**src/rtl/pit_pkg.sv**
```systemverilog
// pit_pkg: shared constants and types for the periodic interrupt timer.
// Assumes a one-bit register address and a byte-wide data path.
package pit_pkg;

    // Tick source select codes held in the control byte.
    typedef enum logic [1:0] {
        SRC_EXT_A    = 2'b00,
        SRC_EXT_B    = 2'b01,
        SRC_NONE     = 2'b10,
        SRC_INTERNAL = 2'b11
    } tick_src_e;

    // Register addresses.
    localparam logic ADDR_PERIOD_LO = 1'b0;
    localparam logic ADDR_CTRL      = 1'b1;

    // Bit positions in the control byte; readback depends on them.
    localparam int CTRL_RUN_BIT = 7;
    localparam int CTRL_SEL_LSB = 5;
    localparam int SEL_W        = 2;

endpackage

```
**src/rtl/pit_regs.sv**
```systemverilog
// pit_regs: holds the period value, the run bit and the tick-source select.
// The low period byte can be written but not read back (reads give zero).
// The control byte can be read back. Reads are combinational on the address.
// Assumes DATA_W < CNT_W <= 2*DATA_W and that the upper period bits fit below the select field.
module pit_regs
    import pit_pkg::*;
#(
    parameter int CNT_W  = 10,
    parameter int DATA_W = 8
) (
    input  logic              clk,
    input  logic              rst_n,
    input  logic              wr_en,
    input  logic              addr,
    input  logic [DATA_W-1:0] wr_data,
    output logic [DATA_W-1:0] rd_data,
    output logic [CNT_W-1:0]  reload,
    output logic              run,
    output tick_src_e         sel
);

    localparam int HI_W = CNT_W - DATA_W;

    logic [DATA_W-1:0] period_lo;
    logic [HI_W-1:0]   period_hi;
    logic              unused_rsvd;

    // Capture register writes; reset clears every field.
    always_ff @(posedge clk) begin
        if (!rst_n) begin
            period_lo <= '0;
            period_hi <= '0;
            run       <= 1'b0;
            sel       <= SRC_EXT_A;
        end else if (wr_en) begin
            if (addr == ADDR_PERIOD_LO) begin
                period_lo <= wr_data;
            end else begin
                run       <= wr_data[CTRL_RUN_BIT];
                sel       <= tick_src_e'(wr_data[CTRL_SEL_LSB +: SEL_W]);
                period_hi <= wr_data[HI_W-1:0];
            end
        end
    end

    // Reserved control bits are dropped.
    assign unused_rsvd = ^wr_data[CTRL_SEL_LSB-1:HI_W];

    // Assemble the full period value for the counter.
    assign reload = {period_hi, period_lo};

    // Readback mux: the low byte reads zero, the control byte reads its fields.
    always_comb begin
        rd_data = '0;
        if (addr == ADDR_CTRL) begin
            rd_data[CTRL_RUN_BIT]              = run;
            rd_data[CTRL_SEL_LSB +: SEL_W]     = sel;
            rd_data[HI_W-1:0]                  = period_hi;
        end
    end

endmodule

```
**src/rtl/pit_prescaler.sv**
```systemverilog
// pit_prescaler: free-running divider that emits a one-cycle internal tick
// every DIV system clocks. The first tick comes DIV clocks after reset.
// Assumes DIV >= 2.
module pit_prescaler #(
    parameter int DIV = 143
) (
    input  logic clk,
    input  logic rst_n,
    output logic tick
);

    localparam int W = $clog2(DIV);
    localparam logic [W-1:0] LAST = W'(DIV - 1);

    logic [W-1:0] cnt;

    // Count 0..DIV-1 and wrap.
    always_ff @(posedge clk) begin
        if (!rst_n) begin
            cnt <= '0;
        end else if (cnt == LAST) begin
            cnt <= '0;
        end else begin
            cnt <= cnt + 1'b1;
        end
    end

    // Tick on the terminal count.
    assign tick = (cnt == LAST);

endmodule

```
**src/rtl/pit_tick_mux.sv**
```systemverilog
// pit_tick_mux: picks the tick that advances the counter.
// The reserved select code gives no tick at all.
// Assumes every tick input is a synchronous single-cycle enable.
module pit_tick_mux
    import pit_pkg::*;
(
    input  tick_src_e sel,
    input  logic      ext_a,
    input  logic      ext_b,
    input  logic      int_tick,
    output logic      tick
);

    // Decode the select into one enable.
    always_comb begin
        unique case (sel)
            SRC_EXT_A:    tick = ext_a;
            SRC_EXT_B:    tick = ext_b;
            SRC_INTERNAL: tick = int_tick;
            default:      tick = 1'b0;
        endcase
    end

endmodule

```
**src/rtl/pit_counter.sv**
```systemverilog
// pit_counter: reloading down-counter. It loads the period value when run
// rises. It decrements on each tick while running. When a tick finds it at zero,
// it reloads and raises a one-cycle pulse.
// A period value change takes effect at the next reload.
module pit_counter #(
    parameter int CNT_W = 10
) (
    input  logic             clk,
    input  logic             rst_n,
    input  logic             run,
    input  logic             tick,
    input  logic [CNT_W-1:0] reload,
    output logic [CNT_W-1:0] count,
    output logic             irq
);

    logic run_d;

    // Track run, load on its rising edge, count ticks and flag expiry.
    always_ff @(posedge clk) begin
        if (!rst_n) begin
            count <= '0;
            run_d <= 1'b0;
            irq   <= 1'b0;
        end else begin
            run_d <= run;
            irq   <= 1'b0;
            if (run && !run_d) begin
                count <= reload;
            end else if (run && tick) begin
                if (count == '0) begin
                    count <= reload;
                    irq   <= 1'b1;
                end else begin
                    count <= count - 1'b1;
                end
            end
        end
    end

endmodule

```
**src/rtl/periodic_irq_timer.sv**
```systemverilog
// periodic_irq_timer: top level. Joins the register file, the internal
// prescaler, the tick-source mux and the reloading counter.
// Assumes the external ticks are synchronous to clk.
module periodic_irq_timer
    import pit_pkg::*;
#(
    parameter int CNT_W     = 10,
    parameter int DATA_W    = 8,
    parameter int PRESC_DIV = 143
) (
    input  logic              clk,
    input  logic              rst_n,
    input  logic              reg_wr,
    input  logic              reg_addr,
    input  logic [DATA_W-1:0] reg_wdata,
    output logic [DATA_W-1:0] reg_rdata,
    input  logic              tick_ext_a,
    input  logic              tick_ext_b,
    output logic              irq_pulse
);

    logic [CNT_W-1:0] reload;
    logic [CNT_W-1:0] count;
    logic             run;
    tick_src_e        sel;
    logic             int_tick;
    logic             tick;

    pit_regs #(.CNT_W(CNT_W), .DATA_W(DATA_W)) u_regs (
        .clk     (clk),
        .rst_n   (rst_n),
        .wr_en   (reg_wr),
        .addr    (reg_addr),
        .wr_data (reg_wdata),
        .rd_data (reg_rdata),
        .reload  (reload),
        .run     (run),
        .sel     (sel)
    );

    pit_prescaler #(.DIV(PRESC_DIV)) u_presc (
        .clk   (clk),
        .rst_n (rst_n),
        .tick  (int_tick)
    );

    pit_tick_mux u_mux (
        .sel      (sel),
        .ext_a    (tick_ext_a),
        .ext_b    (tick_ext_b),
        .int_tick (int_tick),
        .tick     (tick)
    );

    pit_counter #(.CNT_W(CNT_W)) u_cnt (
        .clk    (clk),
        .rst_n  (rst_n),
        .run    (run),
        .tick   (tick),
        .reload (reload),
        .count  (count),
        .irq    (irq_pulse)
    );

endmodule

```
**config.mk**
```make
export PLATFORM = sky130hd
export DESIGN_NAME = periodic_irq_timer
export DESIGN_NICKNAME = d
export VERILOG_FILES = /design/src/rtl/pit_pkg.sv /design/src/rtl/pit_regs.sv /design/src/rtl/pit_prescaler.sv /design/src/rtl/pit_tick_mux.sv /design/src/rtl/pit_counter.sv /design/src/rtl/periodic_irq_timer.sv
export SDC_FILE = /design/constraint.sdc
export NUM_CORES = 1
export LEC_CHECK = 0
export BUFFER_PORTS_ARGS = -buffer_cell sky130_fd_sc_hd__buf_2
export CORE_ASPECT_RATIO = 1.2
export CORE_MARGIN = 2
export CORE_UTILIZATION = 50
export CTS_CLUSTER_DIAMETER = 60
export DETAILED_ROUTE_END_ITERATION = 8
export PLACE_DENSITY = 0.71
export SLEW_MARGIN = 20
export SYNTH_ARGS = -nofsm -noshare
export SYNTH_HDL_FRONTEND = slang
export SYNTH_SLANG_ARGS = --single-unit
```
**constraint.sdc**
```tcl
create_clock -name clk -period 2.17 [get_ports clk]
set_input_delay 0.434 -clock clk [delete_from_list [all_inputs] [get_ports clk]]
set_output_delay 0.434 -clock clk [all_outputs]
set_load 0.01 [all_outputs]
```
==> impl_metrics.toml, run 1 <==
[run_status]
status = "complete, no violations"

[cts]
postCtsHoldBufs = 0
cts_resized = 0
worstSkewPairLatency_ps = 280
cts_sinks = 33
cts_buffers = 5
clockBufferDepth = 2
cts_max_level = 2
cts-root-buf = "clkbuf_8"
post_cts_buffers = 0
clk_pin_slew_ps = 60
cts_tree = "done"

[floorplan]
dieWidth_um = 56.75
start_util_pct = 50.88
num_io_pins = 23
die_h_um = 67.29
core_um2 = 3281
die_area_um2 = 3818
num_rows = 23

[worst_setup_path]
crit_path_max_fanout = 7
crit_type = "reg2reg"
worstSetupStartpointType = "register"
reg2reg_from = "u_cnt.count[0]$_SDFFE_PN0P_"
crit_path_end_kind = "register"
rrSetupSlack_ps = 240
critPathArrivalTime_ps = 2080
endpoint = "u_cnt.count[3]$_SDFFE_PN0P_"
startpoint = "u_cnt.count[0]$_SDFFE_PN0P_"
required_ps = 2330
r2r-end = "u_cnt.count[3]$_SDFFE_PN0P_"
rr_worst_depth = 7

[yosys]
synth_seq_area_share_pct = 39.58
avgSynthCellArea_um2 = 8.222
synth_top_area_cell = "dfxtp_1"
synthTopCellsByArea = "dfxtp_1, nand2_1, a21oi_1, nor2_1, and2_1"
yosysUniqueCellTypes = 48
synth_area_um2 = 1669
ys_async_sr_fraction_pct = 0
synth-edff-count = 0
synth_cells = 203
synth-seq-cells = 33
netlist.area_leader.share_pct = 39.58
ys_dominant_reg_cell = "dfxtp_1"
yosys_warnings = 0

[finish]
fin_nets = 245
num_antenna_cells = 0
synthToLayoutAreaGrowth_pct = 14.09
layout_commonest_cell = "nand2_1"
fin_util_pct = 58.05
final_cell_mix = "nand2_1, dfxtp_1, a21oi_1, buf_2, nor2_1"
drive_above_1_share_pct = 17.11

[power_and_ir_drop]
internal-power_uw = 1003
p_leak_uw = 0.0007758
p_seq_share_pct = 47.4
sw_frac_of_total_pct = 27.65
fin_total_pwr_uw = 1386
p_clk_share_pct = 33.1
ir_drop_uv = 588.1
switchingPower_uw = 383.3
powerDensity_nw_per_um2 = 727.8
power_frac_comb_pct = 19.5

[route]
drt-initial-drc-count = 49
vias = 1531
first_pass_iters = 4
drt-total-wl_um = 3717
final_antenna_net_count = 0
vias_per_cell = 5.777
routedWlPerCell_um = 14.03
drc_errors = 0

[global_routing]
grt_overflow = 0
grt_max_degree = 19
first_global_vias = 1432
grt_antenna_before_repair = 0
groute.usage.overall_pct = 20.69
grt_pass1_wl_um = 6237

[sta]
rsz0062_at_grt = "no"
fin_skew_ps = 7.328
final.setup.worst_slack_ps = 240.8
setup_tns_ps = 0
fmax_mhz = 518.3
slew_violations = 0
fin_crit_sh_pct = 88.90
setup_viol = 0
fin_crit_ps = 1929
finalHoldViolCount = 0
holdWs_ps = 396.6

[worst_hold_path]
hp-class = "in2reg"

[place]
hpwl_um = 2722
place.gp.congestion = 0.8887
numPortBuffers = 19
dp_slack_ps = 199.1

[flow_run]
max_cap_viol_count = 0
sequential cells by signal, summed over array words and instances, names as in the netlist:
name / flops
u_cnt.count: 10
u_regs.run: 1
u_cnt.irq: 1
u_regs.sel: 2
u_presc.cnt: 8
u_regs.period_hi: 2
u_cnt.run_d: 1
u_regs.period_lo: 8
critical path, stage by stage, from the launching register on:
cell and delay (ps):
dfxtp_1 340, inv_1 80, ha_1 250, nor4b_4 410, a31oi_1 140, buf_4 190
a211oi_1 290, o22ai_1 100
cell families after synthesis:
group | after synthesis | synth area share [%]
compound gates | 49 | 19.57
buf+inv | 15 | 4.048
simple gates | 92 | 28.79
other cells | 1 | 0.2247
fa+ha+maj | 3 | 2.249
mux | 4 | 2.399
xor+xnor | 6 | 3.148
flops | 33 | 39.58
final cells by class:
class | instances | area [µm²]
Clock buffer | 7 | 86.33
Inverter | 6 | 22.52
Sequential cell | 33 | 660.6
Timing Repair Buffer | 25 | 140.1
Fill cell | 309 | 1376
Tap cell | 37 | 46.29
Multi-Input combinational cell | 157 | 948.4
per-layer routing:
layer | share of wire (%) | GRT usage (%) | up-vias
li1 | - | - | 775
met1 | 47 | 25.89 | 695
met2 | 45 | 34.88 | 51
met3 | 5.8 | 4.789 | 10
met4 | 2.0 | 7.849 | 0
met5 | 0 | 0 | -
power by group through the flow:
stage	logic (µW)	registers, µW	clock network, µW
after floorplan	198	663	0
after global placement	268	670	0
after detailed placement	266	670	0
after CTS	267	657	461
after global routing	294	660	490
final	271	657	458
cell usage after synthesis (3+ instances only):
| library cell | count |
|---|---|
| xor2_1 | 5 |
| mux2i_1 | 4 |
| o21ai_0 | 4 |
| nor3_1 | 4 |
| inv_1 | 5 |
| nor2_1 | 14 |
| or3_1 | 3 |
| o22ai_1 | 6 |
| dfxtp_1 | 33 |
| buf_4 | 3 |
| nand2_1 | 34 |
| a21oi_1 | 19 |
| nand3_1 | 7 |
| ha_1 | 3 |
| and2_1 | 7 |
| nand4_1 | 4 |
| clkbuf_1 | 6 |
| nor4_1 | 3 |
through the flow:
step                instances  cell area [µm²]
floorplan                 205             1677
global placement          258             1818
detailed placement        258             1818
CTS                       265             1904
global route              265             1904
finish                    265             1904
how the worst min path moves through the flow:
stage                                startpoint                          endpoint  slack [ps]  depth (start not counted)
6_report                           reg_wdata[4]  u_regs.period_lo[4]$_SDFFE_PN0P_         400                          3
3_3_place_gp   u_regs.period_lo[3]$_SDFFE_PN0P_  u_regs.period_lo[3]$_SDFFE_PN0P_         440                          2
3_5_place_dp   u_regs.period_lo[3]$_SDFFE_PN0P_  u_regs.period_lo[3]$_SDFFE_PN0P_         450                          2
5_1_grt                            reg_wdata[4]  u_regs.period_lo[4]$_SDFFE_PN0P_         410                          3
2_1_floorplan  u_regs.period_lo[0]$_SDFFE_PN0P_  u_regs.period_lo[0]$_SDFFE_PN0P_         430                          2
4_1_cts                            reg_wdata[3]  u_regs.period_lo[3]$_SDFFE_PN0P_         400                          3
No activity file was read; power rests on OpenSTA's default activity.
==> run 2: changes to the inputs <==
--- a/config.mk
+++ b/config.mk
@@ -5,6 +5,7 @@
 export SDC_FILE = /design/constraint.sdc
 export NUM_CORES = 1
 export LEC_CHECK = 0
+export ABC_CLOCK_PERIOD_IN_PS = 2170
 export BUFFER_PORTS_ARGS = -buffer_cell sky130_fd_sc_hd__buf_2
 export CORE_ASPECT_RATIO = 1.2
 export CORE_MARGIN = 2
==> constraint.sdc (replaced) <==
create_clock -name clk -period 2.17 [get_ports clk]
set_input_delay 0.1085 -clock clk [delete_from_list [all_inputs] [get_ports clk]]
set_output_delay 0.1085 -clock clk [all_outputs]
set_load 0.01 [all_outputs]
==> run 2 against run 1 <==
Count of clock-buffer cells in the layout is 2 lower; die area stayed put; clock skew is 2.1 ps higher; sequential cell count stayed put; cell count stayed put; critical path type unchanged; highest routed layer unchanged; first-iteration DRC count is 10% lower; wire length is 0.73% lower; critical endpoint is now u_cnt.count[6]$_SDFFE_PN0P_; non-clock buffer count is 1 lower; largest power group unchanged; combinational power hardly changed.
==> impl_metrics.toml, run 2 (same netlist as run 1, synthesis figures left out) <==
[finish]
layout_commonest_cell = "nand2_1"
largest_reg_flops = 10
seqCellArea_um2 = 660.6
num_antenna_cells = 0
drive_above_1_share_pct = 17.54
n_fill_cell = 312
fin_util_pct = 57.97
top_register = "u_cnt.count"
final_cell_mix = "nand2_1, dfxtp_1, a21oi_1, buf_2, nor2_1"
top_regs = "u_cnt.count x10, u_presc.cnt x8, u_regs.period_lo x8"
multi_input_area_um2 = 948.4
synthToLayoutAreaGrowth_pct = 13.94
fin_nets = 244
fin_cells = 265

[worst_setup_path]
crit_path_end_kind = "register"
rrSetupSlack_ps = 290
critPathArrivalTime_ps = 2060
required_ps = 2360
endpoint = "u_cnt.count[6]$_SDFFE_PN0P_"
crit_type = "reg2reg"
reg2reg_from = "u_cnt.count[0]$_SDFFE_PN0P_"
crit_path_max_fanout = 5
startpoint = "u_cnt.count[0]$_SDFFE_PN0P_"
worstSetupStartpointType = "register"
r2r-end = "u_cnt.count[6]$_SDFFE_PN0P_"
rr_worst_depth = 6

[power_and_ir_drop]
fin_total_pwr_uw = 1392
switchingPower_uw = 417.9
power_frac_comb_pct = 19.2
powerDensity_nw_per_um2 = 732.2
p_leak_uw = 0.0007630
p_clk_share_pct = 33.6
internal-power_uw = 974.5
ir_drop_uv = 639.0
p_seq_share_pct = 47.2
sw_frac_of_total_pct = 30.01

[floorplan]
num_rows = 23
num_io_pins = 23
dieWidth_um = 56.75
die_h_um = 67.29
core_um2 = 3281
die_area_um2 = 3818
start_util_pct = 50.88

[flow_run]
max_cap_viol_count = 0

[route]
vias = 1523
drt-initial-drc-count = 44
vias_per_cell = 5.747
drc_errors = 0
drt-total-wl_um = 3690
final_antenna_net_count = 0
routedWlPerCell_um = 13.92
first_pass_iters = 4

[global_routing]
grt_max_degree = 19
grt_antenna_before_repair = 0
groute.usage.overall_pct = 20.91
first_global_vias = 1280
grt_pass1_wl_um = 6168
grt_overflow = 0

[cts]
clk_pin_slew_ps = 80
cts_max_level = 2
cts-root-buf = "clkbuf_8"
worstSkewPairLatency_ps = 290
cts_resized = 0
cts_sinks = 33
clockBufferDepth = 2
postCtsHoldBufs = 0
cts_tree = "done"
post_cts_buffers = 0
cts_buffers = 5

[run_status]
status = "complete, no violations"

[sta]
fin_skew_ps = 9.446
worstMarginPinSlew_ps = 519.8
slew_headroom_pct = 65.27
fin_crit_sh_pct = 86.42
slew_violations = 0
finalHoldViolCount = 0
fmax_mhz = 533.3
setup_viol = 0
setup_tns_ps = 0
fin_crit_ps = 1875
rsz0062_at_grt = "no"

[place]
dp.cells = 257
numPortBuffers = 19
hpwl_um = 2751
place.gp.congestion = 0.8569

[worst_hold_path]
hp-class = "in2reg"
run 2: cell types whose count changed in the layout (fill, tap and decap cells not counted), sizes merged:
cell,before,now
clkbuf,7,5
clkinvlp,0,3
buf,25,24
run 2: layout make-up:
cell class	count	area share (%)
Clock buffer	5	3.618
Clock inverter	3	1.184
Inverter	6	1.184
Multi-Input combinational cell	157	49.87
Sequential cell	33	34.74
Tap cell	37	2.434
Timing Repair Buffer	24	6.974
run 2: worst min path at each step:
stage,from,endpoint,slack [ps],depth (start not counted)
floorplan,reg_wdata[0],u_regs.period_lo[0]$_SDFFE_PN0P_,240,2
global placement,reg_wdata[2],u_regs.period_lo[2]$_SDFFE_PN0P_,350,3
detailed placement,reg_wdata[3],u_regs.period_lo[3]$_SDFFE_PN0P_,360,3
CTS,reg_wdata[3],u_regs.period_lo[3]$_SDFFE_PN0P_,50,3
global route,reg_wdata[7],u_regs.period_lo[7]$_SDFFE_PN0P_,70,3
finish,reg_wdata[2],u_regs.period_lo[2]$_SDFFE_PN0P_,60,3
run 2: power groups by stage:
stage / Combinational [µW] / Clock, µW / Sequential, µW
final: 268 / 467 / 657
after global routing: 294 / 507 / 661
after CTS: 265 / 481 / 657
after detailed placement: 263 / 0 / 671
after global placement: 264 / 0 / 670
after floorplan: 198 / 0 / 663
run 2: stage by stage:
step | worst slack, ps | area [µm²] | hold slack, ps
2_1_floorplan | 384.2 | 1677 | 244.5
3_3_place_gp | 366.6 | 1810 | 350.0
6_report | 294.7 | 1902 | 56.27
4_1_cts | 303.3 | 1902 | 46.12
3_5_place_dp | 319.7 | 1810 | 355.4
5_1_grt | 169.9 | 1902 | 67.79
run 2: layer usage:
metal	global-route usage, %	share of wire, %	wire [µm]
met2	31.40	45	1653
met5	0	0	0
met3	4.981	5.0	184
met4	10.17	1.5	55
met1	28.27	49	1797
run 2: worst max-delay path, cell delays in order (launching register included):
cell and delay, ps:
dfxtp_1 340, inv_1 90, ha_1 230, or4b_1 510, nor4_1 230, o21ai_0 120
a311oi_1 260
